==> config.mk <==
export PLATFORM = sky130hd
export DESIGN_NAME = tlb_asn_array
export DESIGN_NICKNAME = d
export VERILOG_FILES = /design/src/rtl/tlb_pkg.sv /design/src/rtl/tlb_victim_ptr.sv /design/src/rtl/tlb_hit_select.sv /design/src/rtl/tlb_entry_store.sv /design/src/rtl/tlb_asn_array.sv
export SDC_FILE = /design/constraint.sdc
export NUM_CORES = 2
export LEC_CHECK = 0
export BUFFER_PORTS_ARGS = -buffer_cell sky130_fd_sc_hd__buf_2
export CAP_MARGIN = 20
export CORE_MARGIN = 2
export CORE_UTILIZATION = 35
export DETAILED_ROUTE_END_ITERATION = 12
export HOLD_SLACK_MARGIN = 0.06
export SETUP_SLACK_MARGIN = 0.1
export SLEW_MARGIN = 40
export SYNTH_ARGS = -nofsm -noshare
export SYNTH_HDL_FRONTEND = slang
export SYNTH_SLANG_ARGS = --single-unit
==> constraint.sdc <==
create_clock -name clk -period 4.6 [get_ports clk]
set_input_delay 0 -clock clk [delete_from_list [all_inputs] [get_ports clk]]
set_output_delay 0 -clock clk [all_outputs]
set_load 0.02 [all_outputs]
==> src/rtl/tlb_pkg.sv <==
package tlb_pkg;
    localparam int TAG_W  = 43;
    localparam int ASN_W  = 8;
    localparam int PPN_W  = 28;
    localparam int MODES  = 4;

    typedef struct packed {
        logic             valid;
        logic [TAG_W-1:0] tag;
        logic [PPN_W-1:0] ppn;
        logic [ASN_W-1:0] asn;
        logic             glob;
        logic [MODES-1:0] rd_en;
        logic [MODES-1:0] wr_en;
        logic             f_rd;
        logic             f_wr;
    } tlb_entry_t;

    typedef enum logic [2:0] {
        OP_NONE,
        OP_FLUSH_ALL,
        OP_FLUSH_PROC,
        OP_FLUSH_PAGE,
        OP_INSERT
    } tlb_op_e;

    // valid slot, same tag, and global or same address space
    function automatic logic entry_match(input tlb_entry_t e,
                                         input logic [TAG_W-1:0] vpn,
                                         input logic [ASN_W-1:0] asn);
        return e.valid && (e.tag == vpn) && (e.glob || (e.asn == asn));
    endfunction

    // highest-priority command wins
    function automatic tlb_op_e pick_op(input logic fa, input logic fp,
                                        input logic fpg, input logic ins);
        if (fa)       return OP_FLUSH_ALL;
        else if (fp)  return OP_FLUSH_PROC;
        else if (fpg) return OP_FLUSH_PAGE;
        else if (ins) return OP_INSERT;
        return OP_NONE;
    endfunction
endpackage

==> src/rtl/tlb_victim_ptr.sv <==
module tlb_victim_ptr #(
    parameter int ENTRIES = 8,
    localparam int IDX_W  = $clog2(ENTRIES)
) (
    input  logic             clk,
    input  logic             rst,
    input  logic             clear,
    input  logic             step,
    output logic [IDX_W-1:0] ptr
);
    localparam logic [IDX_W-1:0] LAST = IDX_W'(ENTRIES - 1);

    always_ff @(posedge clk) begin
        if (rst || clear)
            ptr <= '0;
        else if (step)
            ptr <= (ptr == LAST) ? '0 : ptr + 1'b1;
    end
endmodule

==> src/rtl/tlb_hit_select.sv <==
module tlb_hit_select #(
    parameter int ENTRIES = 8,
    localparam int IDX_W  = $clog2(ENTRIES)
) (
    input  logic [ENTRIES-1:0] match,
    output logic               hit,
    output logic [IDX_W-1:0]   idx
);
    always_comb begin
        hit = |match;
        idx = '0;
        // scanning downward leaves the lowest matching index last
        for (int i = ENTRIES - 1; i >= 0; i--) begin
            if (match[i])
                idx = IDX_W'(i);
        end
    end
endmodule

==> src/rtl/tlb_entry_store.sv <==
module tlb_entry_store
    import tlb_pkg::*;
#(
    parameter int ENTRIES = 8,
    localparam int IDX_W  = $clog2(ENTRIES)
) (
    input  logic             clk,
    input  logic             rst,
    input  tlb_op_e          op,
    input  logic [IDX_W-1:0] ptr,
    input  tlb_entry_t       wr_entry,
    input  logic [TAG_W-1:0] fl_vpn,
    input  logic [ASN_W-1:0] fl_asn,
    output tlb_entry_t       ent [ENTRIES]
);
    for (genvar gi = 0; gi < ENTRIES; gi++) begin : g_slot
        tlb_entry_t slot_q;

        always_ff @(posedge clk) begin
            if (rst) begin
                slot_q <= '0;
            end else begin
                unique case (op)
                    OP_FLUSH_ALL:  slot_q <= '0;
                    OP_FLUSH_PROC: if (!slot_q.glob) slot_q.valid <= 1'b0;
                    OP_FLUSH_PAGE: if (entry_match(slot_q, fl_vpn, fl_asn))
                                       slot_q.valid <= 1'b0;
                    OP_INSERT:     if (ptr == IDX_W'(gi)) slot_q <= wr_entry;
                    default:       ;
                endcase
            end
        end

        assign ent[gi] = slot_q;
    end
endmodule

==> src/rtl/tlb_asn_array.sv <==
module tlb_asn_array
    import tlb_pkg::*;
#(
    parameter int ENTRIES = 8,
    localparam int IDX_W  = $clog2(ENTRIES)
) (
    input  logic             clk,
    input  logic             rst,
    input  logic [42:0]      lk_vpn,
    input  logic [7:0]       lk_asn,
    output logic             lk_hit,
    output logic [IDX_W-1:0] lk_idx,
    output logic [27:0]      lk_ppn,
    output logic [3:0]       lk_rd_en,
    output logic [3:0]       lk_wr_en,
    output logic             lk_fault_rd,
    output logic             lk_fault_wr,
    input  logic             ins_en,
    input  logic [42:0]      ins_vpn,
    input  logic [27:0]      ins_ppn,
    input  logic [7:0]       ins_asn,
    input  logic             ins_global,
    input  logic [3:0]       ins_rd_en,
    input  logic [3:0]       ins_wr_en,
    input  logic             ins_fault_rd,
    input  logic             ins_fault_wr,
    input  logic             flush_all,
    input  logic             flush_proc,
    input  logic             flush_page,
    input  logic [42:0]      fl_vpn,
    input  logic [7:0]       fl_asn,
    input  logic             ix_adv,
    output logic             ix_valid,
    output logic [42:0]      ix_tag,
    output logic [27:0]      ix_ppn,
    output logic [7:0]       ix_asn,
    output logic             ix_global
);
    tlb_op_e              op;
    tlb_entry_t           new_entry;
    tlb_entry_t           ent [ENTRIES];
    tlb_entry_t           hit_entry;
    tlb_entry_t           cur_entry;
    logic [ENTRIES-1:0]   match;
    logic [IDX_W-1:0]     ptr;
    logic                 ptr_step;

    assign op = pick_op(flush_all, flush_proc, flush_page, ins_en);

    always_comb begin
        new_entry       = '0;
        new_entry.valid = 1'b1;
        new_entry.tag   = ins_vpn;
        new_entry.ppn   = ins_ppn;
        new_entry.asn   = ins_asn;
        new_entry.glob  = ins_global;
        new_entry.rd_en = ins_rd_en;
        new_entry.wr_en = ins_wr_en;
        new_entry.f_rd  = ins_fault_rd;
        new_entry.f_wr  = ins_fault_wr;
    end

    assign ptr_step = (op == OP_INSERT) || ix_adv;

    tlb_victim_ptr #(.ENTRIES(ENTRIES)) u_ptr (
        .clk   (clk),
        .rst   (rst),
        .clear (op == OP_FLUSH_ALL),
        .step  (ptr_step),
        .ptr   (ptr)
    );

    tlb_entry_store #(.ENTRIES(ENTRIES)) u_store (
        .clk      (clk),
        .rst      (rst),
        .op       (op),
        .ptr      (ptr),
        .wr_entry (new_entry),
        .fl_vpn   (fl_vpn),
        .fl_asn   (fl_asn),
        .ent      (ent)
    );

    for (genvar gi = 0; gi < ENTRIES; gi++) begin : g_cmp
        assign match[gi] = entry_match(ent[gi], lk_vpn, lk_asn);
    end

    tlb_hit_select #(.ENTRIES(ENTRIES)) u_sel (
        .match (match),
        .hit   (lk_hit),
        .idx   (lk_idx)
    );

    assign hit_entry   = lk_hit ? ent[lk_idx] : '0;
    assign lk_ppn      = hit_entry.ppn;
    assign lk_rd_en    = hit_entry.rd_en;
    assign lk_wr_en    = hit_entry.wr_en;
    assign lk_fault_rd = hit_entry.f_rd;
    assign lk_fault_wr = hit_entry.f_wr;

    assign cur_entry = ent[ptr];
    assign ix_valid  = cur_entry.valid;
    assign ix_tag    = cur_entry.tag;
    assign ix_ppn    = cur_entry.ppn;
    assign ix_asn    = cur_entry.asn;
    assign ix_global = cur_entry.glob;
endmodule

==> metrics.md <==
| Metric | Value |
|---|---|
| Core Util, Final | 0.4137 |
| I/O pin total | 322 |
| Avg Cell Area, Syn | 7.919 µm² |
| # clock sinks | 731 |
| Clk slew on worst S/H paths | 0.06 ns |
| WL final | 216600 µm |
| Synth unique cells | 44 |
| Post-synthesis register bit count | 731 |
| Final setup viols | 0 |
| CP Capture Type | output port |
| Synthesized cell area | 42090 µm² |
| Clock buffer count from CTS | 87 |
| Total Nets Final | 5690 |
| Dpl hpwl | 159500 µm |
| Layout fillers | 12169 |
| Hold WS | 0.09539 ns |
| Max FO, Critical Path | 15 |
| Net Sw Power | 4.445 mW |
| RD Place Congestion | 1.107 |
| Hold path depth | 5 |
| CTS tree | built |
| Comb power frac | 0.119 |
| Pint | 11.24 mW |
| Async SR Flop Fraction | 0 |
| Clock Skew | 0.02784 ns |
| Initial Utilization | 0.3518 |
| Hold Path Class | input port to register |
| Slew Limit Fails | 0 |
| Vias in the first global route | 37329 |
| Detail Route Antenna Nets | 0 |
| Syn Inst Count | 5315 |
| Arr. time, crit path | 4.42 ns |
| Pwr/cell area | 317.0 nW/µm² |
| Die Span X | 350.8 µm |
| DR pass1 iterations | 6 |
| Most used DFF post-synth | dfxtp_1 |
| Clock latency on the worst-skew pair | 0.70 ns |
| Global route overflow | 0 |
| Core area | 119700 µm² |
| Reg2reg path depth | 8 |
| Max Cap Violations | 0 |
| Wirelength per Cell | 30.20 µm |
| Fmax | 226.5 MHz |
| Ratio of cells with drive above 1 in the final layout | 0.1427 |
| Sw Ratio | 0.2833 |
| Syn. warnings | 0 |
| Hold Violations, Final | 0 |
| Status | finished clean |
| Final worst-path cycle share | 0.9598 |
| Synth-to-Final Area Change | 17.60% |
| Part of the power in registers | 0.412 |
| Number of enable flip-flop cells after synthesis | 0 |
| Fin cells | 7172 |
| Finished Cell Area | 49500 µm² |
| H-tree depth | 3 |
| DIE AREA | 123000 µm² |
| RSZ-0062 raised after global routing | false |
| CP required | 4.60 ns |
| CP Class | register to output port |
| Port-buffer cells | 321 |
| LEAKAGE | 18.45 nW |
| Slew @ Worst Pin | 1.132 ns |
| Largest net degree at the start of global routing | 198 |
| Peak VDD IR | 266.7 µV |
| Initial antenna violation count | 31 |
| All-layer global routing usage | 0.3450 |
| Post-Place Cells | 6914 |
| Std-Cell Rows | 127 |
| Syn Nets | 5520 |
| Headroom to the max-slew limit | 0.2383 |
| Setup TNS | 0 ns |
| Vias per std cell | 5.609 |
| Root Driver | clkbuf_16 |
| Min cycle time layout | 4.415 ns |
| Via count | 40226 |
| Placement Cell Area | 45450 µm² |
| Clk pwr share | 0.469 |
| CP Launch Type | register |
| First-pass GRT wire length | 299100 µm |
| Initial DRC count | 4534 |
| DRC violations left | 0 |
| Die H | 350.8 µm |
| Register area share after synthesis | 0.3477 |
| Clock Path Buffers | 3 |
[critical path, cell delays in order, from the launching register on]
cell      delay, ns
dfxtp_2        0.37
xnor2_2        0.29
nand4_1        0.37
nor4_2         0.42
buf_4          0.17
and4_1         0.19
buf_4          0.14
o211ai_2       0.08
a21boi_1       0.26
o21a_2         0.20
o21a_4         0.21
buf_12         0.21
buf_12         0.16
mux2i_1        0.18
o221a_1        0.20
o21ai_1        0.09
buf_2          0.19
[final cells by class]
type                       count  area [µm²]  area share
multi-input combinational   4131       25870      0.5227
sequential                   731       14650      0.2959
timing repair buffer         523        3892     0.07864
clock buffer                 121        2535     0.05121
tap                         1612        2017     0.04075
clock inverter                35       470.5    0.009504
inverter                      11       43.79   0.0008847
antenna                        8       20.02   0.0004044
[cells in the mapped netlist (3+ instances only)]
master	n	area (µm²)
nor2_1	1480	5555
a21oi_1	755	3779
dfxtp_1	731	14630
xnor2_1	521	4563
nand2_1	389	1460
clkbuf_1	357	1340
xor2_1	289	2531
mux4_2	162	3649
nand4_1	144	900.9
mux2i_1	114	1141
nor4_1	91	569.3
buf_2	43	215.2
buf_1	27	101.4
o21ai_0	25	125.1
nor3_1	24	120.1
o21ai_1	23	115.1
o221a_1	23	259.0
a21boi_0	15	112.6
o221ai_2	15	225.2
o22a_1	15	131.4
a31oi_1	14	87.58
buf_6	10	112.6
ha_1	6	75.07
inv_1	6	22.52
buf_4	5	37.54
o2111ai_1	4	35.03
clkinv_1	3	11.26
or4_1	3	22.52
[state kept, by name, indices dropped and copies added, names as in the netlist]
signal / count
u_store.ent: 728
u_ptr.ptr: 3
[layer usage]
metal  routed length (µm)  global-route usage  vias to the layer above  share of wire
met5                  155                   0                        -        0.00072
met4                13330              0.1807                       26          0.062
met3                19030             0.06430                      422          0.088
met2                97540              0.5482                     2053           0.45
met1                86550              0.4452                    19556           0.40
li1                     -                   -                    18169              -
[stage by stage]
stage	worst slack, ns	power (mW)
4_1_cts	0.1203	15.74
6_report	0.1849	15.69
5_1_grt	0.1220	16.08
3_3_place_gp	0.6776	8.346
2_1_floorplan	1.531	7.565
3_5_place_dp	0.7425	8.351
[path summary, 6_finish.rpt]
| check | slack, ns | endpoint | start |
|---|---|---|---|
| worst min-delay path | 0.1 | u_store.ent[449] | ins_vpn[38] |
| worst max register to register | 1.36 | u_store.ent[475] | u_ptr.ptr[2] |
| worst min register to register | 0.48 | u_store.ent[644] | u_store.ent[644] |
| worst max-delay path | 0.18 | lk_ppn[12] | u_store.ent[49] |
[placed cells by master (no fill, tap or decap), types with 32 or more instances in the layout]
master         instances
buf_12                32
nor4_1                82
buf_2                320
buf_4                 62
xor2_1               289
clkbuf_16             87
mux2i_1              114
nand2_1              387
nor2_1              1479
xnor2_1              516
mux4_2               162
dfxtp_1              726
nand4_1              144
a21oi_1              750
dlygate4sd3_1         92
[what timing repair did]
item | 4_1_cts | 5_1_grt
resized for setup | 1 | 5
pin swaps | 0 | 2
endpoints found under the hold margin | 695 | 0
hold buffers | 92 | 0
setup buffers | 0 | 0
cloned | 0 | 0
setup endpoints to repair | 33 | 23
[cell families after synthesis]
group / after synthesis / synth area share
DFF: 731 / 0.3477
adders and majority gates: 6 / 0.001784
xor gates and xnor gates: 810 / 0.1686
muxes: 276 / 0.1138
buffers and inverters: 453 / 0.04391
and+or+nand+nor: 2140 / 0.2066
AOI/OAI and AO/OA: 899 / 0.1177
[power by group through the flow]
stage | registers [mW] | clock network (mW) | logic (mW)
global placement | 6.61 | 0 | 1.74
global route | 6.47 | 7.70 | 1.91
detailed placement | 6.61 | 0 | 1.74
CTS | 6.47 | 7.46 | 1.81
floorplan | 6.57 | 0 | 0.996
finish | 6.47 | 7.36 | 1.86
No activity file was read; power rests on OpenSTA's default activity.
